==> src/rtl/cond_pkg.sv <==
package cond_pkg;

    localparam int SEL_W  = 4;
    localparam int STAT_W = 7;

    // Status word: bit 0 is the least significant field (az).
    typedef struct packed {
        logic sgn;  // [6] ALU sign
        logic sv;   // [5] shifter overflow / underflow
        logic mv;   // [4] multiplier overflow
        logic ac;   // [3] ALU carry
        logic av;   // [2] ALU overflow
        logic an;   // [1] ALU negative
        logic az;   // [0] ALU zero
    } stat_t;

    // Pairs share sel[3:1]; sel[0] selects the inverted polarity.
    typedef enum logic [SEL_W-1:0] {
        SEL_EQ     = 4'd0,
        SEL_NE     = 4'd1,
        SEL_GT     = 4'd2,
        SEL_LE     = 4'd3,
        SEL_LT     = 4'd4,
        SEL_GE     = 4'd5,
        SEL_AV     = 4'd6,
        SEL_NAV    = 4'd7,
        SEL_AC     = 4'd8,
        SEL_NAC    = 4'd9,
        SEL_MV     = 4'd10,
        SEL_NMV    = 4'd11,
        SEL_SW     = 4'd12,
        SEL_NSW    = 4'd13,
        SEL_NEVER  = 4'd14,
        SEL_ALWAYS = 4'd15
    } sel_e;

    // Condition-code assignments for the software condition.
    localparam int CC_SIGN   = 1;
    localparam int CC_NSIGN  = 2;
    localparam int CC_FLAG0  = 3;
    localparam int CC_SV     = 9;
    localparam int CC_NSV    = 10;
    localparam int FLAG_MAX  = CC_SV - CC_FLAG0;

    // Signed less-than from the negative and overflow bits.
    function automatic logic signed_lt(input logic neg, input logic ovf);
        return neg ^ ovf;
    endfunction

endpackage

==> src/rtl/cc_reg.sv <==
module cc_reg #(
    parameter int CC_W = 5
) (
    input  logic            clk,
    input  logic            rst,
    input  logic            we,
    input  logic [CC_W-1:0] wdata,
    output logic [CC_W-1:0] cc_q
);

    always_ff @(posedge clk) begin
        if (rst)
            cc_q <= '0;
        else if (we)
            cc_q <= wdata;
    end

    // the register reads zero in the first cycle after reset
    a_r12_reset_zero: assert property (@(posedge clk) disable iff (rst)
        $past(rst) |-> (cc_q == '0));

endmodule

==> src/rtl/swcond_decode.sv <==
module swcond_decode
    import cond_pkg::*;
#(
    parameter int NFLAG = 4,
    parameter int CC_W  = 5
) (
    input  logic             clk,
    input  logic             rst,
    input  logic [CC_W-1:0]  cc_q,
    input  logic             sv,
    input  logic             sgn,
    input  logic [NFLAG-1:0] flag,
    output logic             sw_hit
);

    logic [NFLAG-1:0] flag_match;
    logic             sign_match;
    logic             sv_match;

    generate
        for (genvar i = 0; i < NFLAG; i++) begin : g_flag
            assign flag_match[i] = (cc_q == CC_W'(CC_FLAG0 + i)) & flag[i];
        end
    endgenerate

    always_comb begin
        sign_match = 1'b0;
        sv_match   = 1'b0;
        case (cc_q)
            CC_W'(CC_SIGN):  sign_match = sgn;
            CC_W'(CC_NSIGN): sign_match = ~sgn;
            CC_W'(CC_SV):    sv_match   = sv;
            CC_W'(CC_NSV):   sv_match   = ~sv;
            default: begin
                sign_match = 1'b0;
                sv_match   = 1'b0;
            end
        endcase
    end

    assign sw_hit = (|flag_match) | sign_match | sv_match;

    // code 0x09 follows the shifter overflow bit
    a_r9_sv_code: assert property (@(posedge clk) disable iff (rst)
        (cc_q == CC_W'(CC_SV)) |-> (sw_hit == sv));

    // code 0x03 follows flag input 0
    a_r10_flag0_code: assert property (@(posedge clk) disable iff (rst)
        (cc_q == CC_W'(CC_FLAG0)) |-> (sw_hit == flag[0]));

    // the reset code selects no test
    a_r12_zero_code_false: assert property (@(posedge clk) disable iff (rst)
        (cc_q == '0) |-> !sw_hit);

endmodule

==> src/rtl/cond_fixed.sv <==
module cond_fixed
    import cond_pkg::*;
(
    input  logic             az,
    input  logic             an,
    input  logic             av,
    input  logic             ac,
    input  logic             mv,
    input  logic             sw_hit,
    input  logic [SEL_W-1:0] sel,
    output logic             result
);

    localparam int NPAIR = 1 << (SEL_W - 1);

    logic [NPAIR-1:0] base;
    logic             lt;

    always_comb begin
        lt      = signed_lt(an, av);
        base    = '0;
        base[0] = az;             // EQ / NE
        base[1] = ~az & ~lt;      // GT / LE
        base[2] = lt;             // LT / GE
        base[3] = av;             // AV / not AV
        base[4] = ac;             // AC / not AC
        base[5] = mv;             // MV / not MV
        base[6] = sw_hit;         // software / inverse
        base[7] = 1'b0;           // NEVER / ALWAYS
    end

    assign result = base[sel[SEL_W-1:1]] ^ sel[0];

endmodule

==> src/rtl/cond_eval_top.sv <==
module cond_eval_top
    import cond_pkg::*;
#(
    parameter int NFLAG = 4,
    parameter int CC_W  = 5
) (
    input  logic               clk,
    input  logic               rst,
    input  logic [STAT_W-1:0]  stat_i,
    input  logic [NFLAG-1:0]   flag_i,
    input  logic               cc_we,
    input  logic [CC_W-1:0]    cc_wdata,
    input  logic [SEL_W-1:0]   cond_sel,
    output logic               cond_true
);

    stat_t            stat;
    logic [CC_W-1:0]  cc_q;
    logic             sw_hit;
    logic [SEL_W-1:0] sel_eff;

    assign stat    = stat_t'(stat_i);
    assign sel_eff = rst ? SEL_ALWAYS : cond_sel;

    cc_reg #(.CC_W(CC_W)) u_cc (
        .clk   (clk),
        .rst   (rst),
        .we    (cc_we),
        .wdata (cc_wdata),
        .cc_q  (cc_q)
    );

    swcond_decode #(.NFLAG(NFLAG), .CC_W(CC_W)) u_sw (
        .clk    (clk),
        .rst    (rst),
        .cc_q   (cc_q),
        .sv     (stat.sv),
        .sgn    (stat.sgn),
        .flag   (flag_i),
        .sw_hit (sw_hit)
    );

    cond_fixed u_fix (
        .az     (stat.az),
        .an     (stat.an),
        .av     (stat.av),
        .ac     (stat.ac),
        .mv     (stat.mv),
        .sw_hit (sw_hit),
        .sel    (sel_eff),
        .result (cond_true)
    );

    // the always code is true
    a_r1_always_true: assert property (@(posedge clk) disable iff (rst)
        (cond_sel == SEL_ALWAYS) |-> cond_true);

    // equal follows the zero bit, not-equal is its complement
    a_r2_eq_zero: assert property (@(posedge clk) disable iff (rst)
        (cond_sel == SEL_EQ) |-> (cond_true == stat_i[0]));
    a_r2_ne_complement: assert property (@(posedge clk) disable iff (rst)
        (cond_sel == SEL_NE) |-> (cond_true != stat_i[0]));

    // the never code is false
    a_r6_never_false: assert property (@(posedge clk) disable iff (rst)
        (cond_sel == SEL_NEVER) |-> !cond_true);

    // the two software selectors give opposite answers
    a_r7_sw_polarity: assert property (@(posedge clk) disable iff (rst)
        (cond_sel == SEL_NSW) |-> (cond_true == !sw_hit));

    // a written shifter-overflow code applies on the next cycle
    a_r8_write_next_cycle: assert property (@(posedge clk) disable iff (rst)
        (!$past(rst) && $past(cc_we) && ($past(cc_wdata) == CC_W'(CC_SV))
         && (cond_sel == SEL_SW)) |-> (cond_true == stat_i[5]));

endmodule

==> config.mk <==
export PLATFORM = sky130hd
export DESIGN_NAME = cond_eval_top
export DESIGN_NICKNAME = d
export VERILOG_FILES = /design/src/rtl/cond_pkg.sv /design/src/rtl/cc_reg.sv /design/src/rtl/swcond_decode.sv /design/src/rtl/cond_fixed.sv /design/src/rtl/cond_eval_top.sv
export SDC_FILE = /design/constraint.sdc
export NUM_CORES = 1
export LEC_CHECK = 0
export CAP_MARGIN = 40
export CORE_AREA = 4 4 41 43
export CTS_BUF_LIST = sky130_fd_sc_hd__clkbuf_4 sky130_fd_sc_hd__clkbuf_8
export DETAILED_ROUTE_END_ITERATION = 7
export DIE_AREA = 0 0 45 47
export HOLD_SLACK_MARGIN = 0.12
export PLACE_DENSITY_LB_ADDON = 0.2
export SLEW_MARGIN = 10
export SYNTH_ARGS = -nofsm -noshare
export SYNTH_HDL_FRONTEND = slang
export SYNTH_SLANG_ARGS = --single-unit
==> constraint.sdc <==
create_clock -name clk -period 2.3 [get_ports clk]
set_clock_uncertainty 0.05 [all_clocks]
set_input_delay 0.69 -clock clk [delete_from_list [all_inputs] [get_ports clk]]
set_output_delay 0.69 -clock clk [all_outputs]
set_load 0.01 [all_outputs]
---- After elaboration in Yosys (flattened, before gate mapping) ----
Index checks and enable logic that the tools add are counted.
storage, ports and cells
  register bits ........................... 5
  logic and storage cells ................. 29
cells by class
  $lt $le $gt $ge ......................... 1
  equality and inequality tests ........... 8
  multiplexer cells ....................... 5
  bitwise gates (word level) .............. 13
  reduce and logical (&&, ||, !) cells .... 1
operator list
  operator              count
  $eq A5 B3 Y1 const B  3
  $eq A5 B2 Y1 const B  2
  $eq A5 B4 Y1 const B  2
  $and A1 B1 Y1         5
  $eq A5 B1 Y1 const B  1
  $lt A3 B4 Y1 const B  1
  $mux W4               1
  $not A1 Y1            4
  $pmux W1 S2           2
  $reduce_or A4 Y1      1
  $bmux W1 S3           1
  $or A1 B1 Y1          2
  $xor A1 B1 Y1         2
  $mux W1               1

---- Longest topological paths before layout ----
Gate-level depths: netlist (run 1).
  depth after elaboration ................. 8
  depth in mapped cells ................... 5

---- Hierarchy ----
From an unflattened synthesis (run 1), not the netlist that was laid out.
second synthesis, totals
  cells, all modules ...................... 47
  area, all modules ....................... 417.9 µm²
modules (own cells, without submodules)
  module         times used  cells each  area each (µm²)
  cc_reg         1           16          180.2
  cond_fixed     1           13          115.1
  swcond_decode  1           14          97.6
  cond_eval_top  1           4           25.0

---- Worst setup path after synthesis (run 1) ----
Ideal clock, no wire load.
  path type ............................... input -> output
  start point ............................. input stat_i[6]
  end point ............................... output cond_true
  data arrival time ....................... 1.757 ns
  required time ........................... 1.560 ns
  slack ................................... -0.197 ns
  stages .................................. 5
  path through ............................ mux2i_1 -> a2111oi_2 -> o2111ai_1 -> a21o_1 -> a211oi_2
between the ends
  word-level cells in the longest chain between the ends .. 7
RTL lines
  element                            line                 text
  start: declaration                 cond_eval_top.sv:9   input logic [STAT_W-1:0] stat_i,
  $not A1 Y1                         swcond_decode.sv:31  CC_W'(CC_NSIGN): sign_match = ~sgn;
  $pmux W1 S2 (*)                    swcond_decode.sv:29  case (cc_q)
  $or A1 B1 Y1 (*) (2 in a row)      swcond_decode.sv:41  assign sw_hit = (|flag_match) | sign_match | sv_match;
  $bmux W1 S3 (*)                    cond_fixed.sv:32     assign result = base[sel[SEL_W-1:1]] ^ sel[0];
  $mux W1 (not written as such) (*)  cond_fixed.sv:32
  $xor A1 B1 Y1 (*)                  cond_fixed.sv:32
  end: declaration                   cond_eval_top.sv:14  output logic cond_true
Mark *: on every way between the ends. The rest lies on a longest branch, timed or not. The select of a mux whose other input is x is not followed.

---- Worst setup path in the final report (run 1) ----
  start point ............................. input cond_sel[3]
  end point ............................... output cond_true
between the ends
  word-level cells in the longest chain between the ends .. 4
RTL lines
  element                        line                 text
  start: declaration             cond_eval_top.sv:13  input logic [SEL_W-1:0] cond_sel,
  $mux W4                        cond_eval_top.sv:23  assign sel_eff = rst ? SEL_ALWAYS : cond_sel;
  $bmux W1 S3                    cond_fixed.sv:32
  $mux W1 (not written as such)  cond_fixed.sv:32
  $xor A1 B1 Y1                  cond_fixed.sv:32
No other way between the ends. The select of a mux whose other input is x is not followed.

==> reports/metrics.sh, run 1 <==
GRT_PASS1_VIAS=437
FLOORPLAN.ROWS=13
DESIGN.FINAL.NETS=109
FINALSETUPTNS_NS=-0.430
POWER_LEAKAGE_uW=0.000376
MAX-CLOCK-PATH-BUFFERS=2
REQUIRED_NS=1.56
HOLD_PATH.STARTPOINT='u_cc.cc_q[4]'
FINALHOLDVIOLATIONS=0
NUMCTSBUFFERS=3
LARGEST_REG_FLOPS=5
PINS_OVER_THEIR_SLEW_LIMIT=0
CP_DATA_ARRIVAL_TIME_NS=1.99
POSTSYNTHCELLCOUNT=48
DETAIL_ROUTE.WL_PER_CELL_UM=12.3
GRT_SETUP_UNREPAIRED='yes'
PLACEDCELLCOUNT=95
WORST_PIN_SLEW_NS=0.304
WORSTSKEWPAIRLATENCY_NS=0.24
WORST-PATH-MAX-FANOUT=2
REG_TOP3='u_cc.cc_q x5'
DRC_VIOLATION_COUNT_AFTER_ROUTING=0
NUMBER_OF_ANTENNA_VIOLATIONS_AT_THE_FIRST_CHECK_IN_GLOBAL_ROUTING=0
VIOLATION_COUNT_AFTER_THE_FIRST_DETAILED_ROUTE_ITERATION=6
CLOCK_TREE.HTREE_LEVEL_COUNT=1
VIOLATIONS='negative setup slack'
SYN-NUM-NETS=71
FIN_CELLS=100
POSTCTSHOLDBUFS=0
SYNTHFLOPTYPE='dfxtp_1'
ANT_NETS=0
NUM_ANTENNA_CELLS=0
YOSYSUNIQUECELLTYPES=24
SOURCE_OF_THE_WORST_REGISTER_TO_REGISTER_TIMING_PATH='u_cc.cc_q[3]'
CORE_AREA_MM2=0.00130
LAYOUT.CELLS.MOST_COMMON_LIST='buf_4, nor2_1, clkdlybuf4s50_1, dlygate4sd2_1'
DIE_H_UM=47
PATH_CLASS='in2out'
PLACE.GP.CONGESTION=0.751
GRT_START_MAX_NET_PINS=9
YOSYS_WARNINGS=0
CRITICAL_PATH.STARTPOINT='cond_sel[3]'
SYNTH.FF_LATCH_COUNT=5
START_KIND='input pin'
DR.PASS1.ITERS=4
CPPEAKSTAGEDELAY_NS=0.45
SHARE_OF_FLIP_FLOPS_WITH_AN_ASYNCHRONOUS_SET_OR_RESET_PCT=0
CTS_TREE='built'
TOP_DELAY_FAMILY_ON_CRIT_PATH='buffers and inverters'
CTS_ROOT_BUFFER='clkbuf_4'
DETAIL_ROUTE.VIAS_PER_CELL=4.95
MAX_FREQ_MHz=366
POST_SYNTH_EDFFS=0
FF2FF_PATH_DEPTH=3
WORSTPATHCELLLIST='clkdlybuf4s50_1, a311oi_2, nand4_1, o41ai_4, a211oi_2, buf_2'
FINALCRITPERIODSHARE_PCT=119
POST-ROUTE-WORST-SETUP-SLACK_NS=-0.430
TIMING.FINAL.SETUP_VIOLATIONS=1
CLOCK_SLEW_AT_REPORTED_PATH_FFS_NS=0.04
GRT_FIRST_PASS_WIRELENGTH_UM=1840
MAX-VDD-IR-DROP_mV=0.265
STATUS='complete, but fails checks'
TIMING.CRITICAL_PATH.TO='cond_true'
FINAL_COMMON_CELL='buf_4'
HOLD_CLASS='reg2reg'
DESIGN.PORTCOUNT=24
MAX_CAP_VIOL_COUNT=0
PLACE_AREA_UM2=737
WORST_R2R_ENDPOINT='u_cc.cc_q[3]'
STDCELL_AREA_UM2=826
REG2REG_SETUP_SLACK_NS=1.47
CLOCK_SINKS=5
PORT-BUFFER-COUNT=23
WORSTSETUPPATHDEPTH=6
DRIVE_ABOVE_1_SHARE_PCT=38.8
SYNTHTOLAYOUTAREAGROWTH_PCT=106
DRT_WL_TOTAL_UM=1230
VIAS=495
PART_OF_THE_YOSYS_AREA_USED_FOR_SEQUENTIAL_ELEMENTS_PCT=25.0
DIEAREA_MM2=0.00212
CRITICAL-PATH-SLOWEST-CELL='clkdlybuf4s50_1'
NETLIST_AREA_BEFORE_PLACEMENT_UM2=400
CP-END-KIND='output pin'
SYN_AREA_PER_CELL_UM2=8.34
WORSTPATHBUFFERINVERTERCOUNT=2
POWER_PER_CELL_AREA_mW_PER_MM2=391
DIE_W_UM=45
OVERFLOW=0
START_UTIL_PCT=30.8
GRT_UTIL_ALL_LAYERS_PCT=12.2
LARGEST_REGISTER='u_cc.cc_q'
TIMING.FINAL.CRIT_PERIOD_NS=2.73
PLACE_HPWL_UM=934
FILLCELLCOUNT=114
TIMING.SLEW.HEADROOM_PCT=79.7
-- cells in the mapped netlist (all sizes together) (2+ instances only) --
library cell	instances	share of area, %
a311oi	2	4.4
clkbuf	2	1.9
dfxtp	5	25
inv	2	1.9
mux2i	6	15
nor2	8	7.5
nor2b	5	8.4
o21ai	3	3.7
-- cells by family (layout without fill, tap and decap cells) --
group / Yosys count / count (layout) / share of synthesized area [%]
AO/OA/AOI/OAI: 13 / 13 / 26.9
buffers and inverters: 4 / 41 / 3.75
flip-flops: 5 / 5 / 25.0
multiplexers: 7 / 7 / 17.8
AND/OR/NAND/NOR: 19 / 19 / 26.6
-- stage by stage --
| step | hold WS, ns | power [µW] | worst slack, ns | util (%) |
|---|---|---|---|---|
| 6_report | 0.510 | 323 | -0.430 | 63.5 |
| 2_1_floorplan | 0.456 | 136 | -0.165 | - |
| 5_1_grt | 0.541 | 344 | -0.492 | 63.5 |
| 3_5_place_dp | 0.506 | 201 | -1.17 | 56.6 |
| 4_1_cts | 0.514 | 324 | -0.440 | 62.6 |
| 3_3_place_gp | 0.499 | 200 | -1.16 | 56.6 |
-- where the power goes --
| part | leakage, µW | switching, µW | internal [µW] |
|---|---|---|---|
| logic | 0.000316 | 41.9 | 66.0 |
| clock network | 0.0000184 | 38.9 | 77.5 |
| registers | 0.0000413 | 6.43 | 92.2 |
| total | 0.000376 | 87.2 | 236 |
-- layer usage --
layer / vias up / global-route usage (%) / wire length, µm
li1: 259 / - / -
met4: 0 / 8.77 / 17
met2: 15 / 18.4 / 548
met1: 219 / 16.2 / 584
met5: - / 0 / 0
met3: 2 / 1.15 / 77
-- tightest hold or removal path, stage by stage, from the launching register on --
cell     delay [ns]
dfxtp_1        0.33
mux2i_1        0.13
nor2_1         0.05
-- cell type report --
cell class,count,area [µm²],share of cell area (%)
Multi-Input combinational cell,39,363,43.9
Inverter,2,7.51,0.909
Tap cell,15,18.8,2.27
Sequential cell,5,100,12.1
Timing Repair Buffer,35,307,37.1
Clock buffer,4,30.0,3.64
-- what timing repair did --
| action | 4_1_cts | 5_1_grt |
|---|---|---|
| hold endpoints to repair | 0 | 0 |
| setup buffers | 1 | 0 |
| gates resized for setup | 39 | 5 |
| endpoints found under the setup margin | 1 | 1 |
| pin swaps | 11 | 6 |
-- worst min-delay path by stage --
stage                   end  slack, ns  depth (start not counted)
2_1_floorplan  u_cc.cc_q[0]       0.46                          2
3_3_place_gp   u_cc.cc_q[4]       0.50                          2
3_5_place_dp   u_cc.cc_q[4]       0.51                          2
4_1_cts        u_cc.cc_q[4]       0.51                          2
5_1_grt        u_cc.cc_q[4]       0.54                          2
6_report       u_cc.cc_q[4]       0.51                          2
No activity file was read; power rests on OpenSTA's default activity.
==> run 2, diff against run 1 <==
--- a/config.mk
+++ b/config.mk
@@ -8,6 +8,8 @@
 export CAP_MARGIN = 40
 export CORE_AREA = 4 4 41 43
 export CTS_BUF_LIST = sky130_fd_sc_hd__clkbuf_4 sky130_fd_sc_hd__clkbuf_8
+export CTS_CLUSTER_DIAMETER = 100
+export CTS_CLUSTER_SIZE = 8
 export DETAILED_ROUTE_END_ITERATION = 7
 export DIE_AREA = 0 0 45 47
 export HOLD_SLACK_MARGIN = 0.12
==> results of run 2 <==
The final DEF is identical to that of run 1; final timing and power are the same.
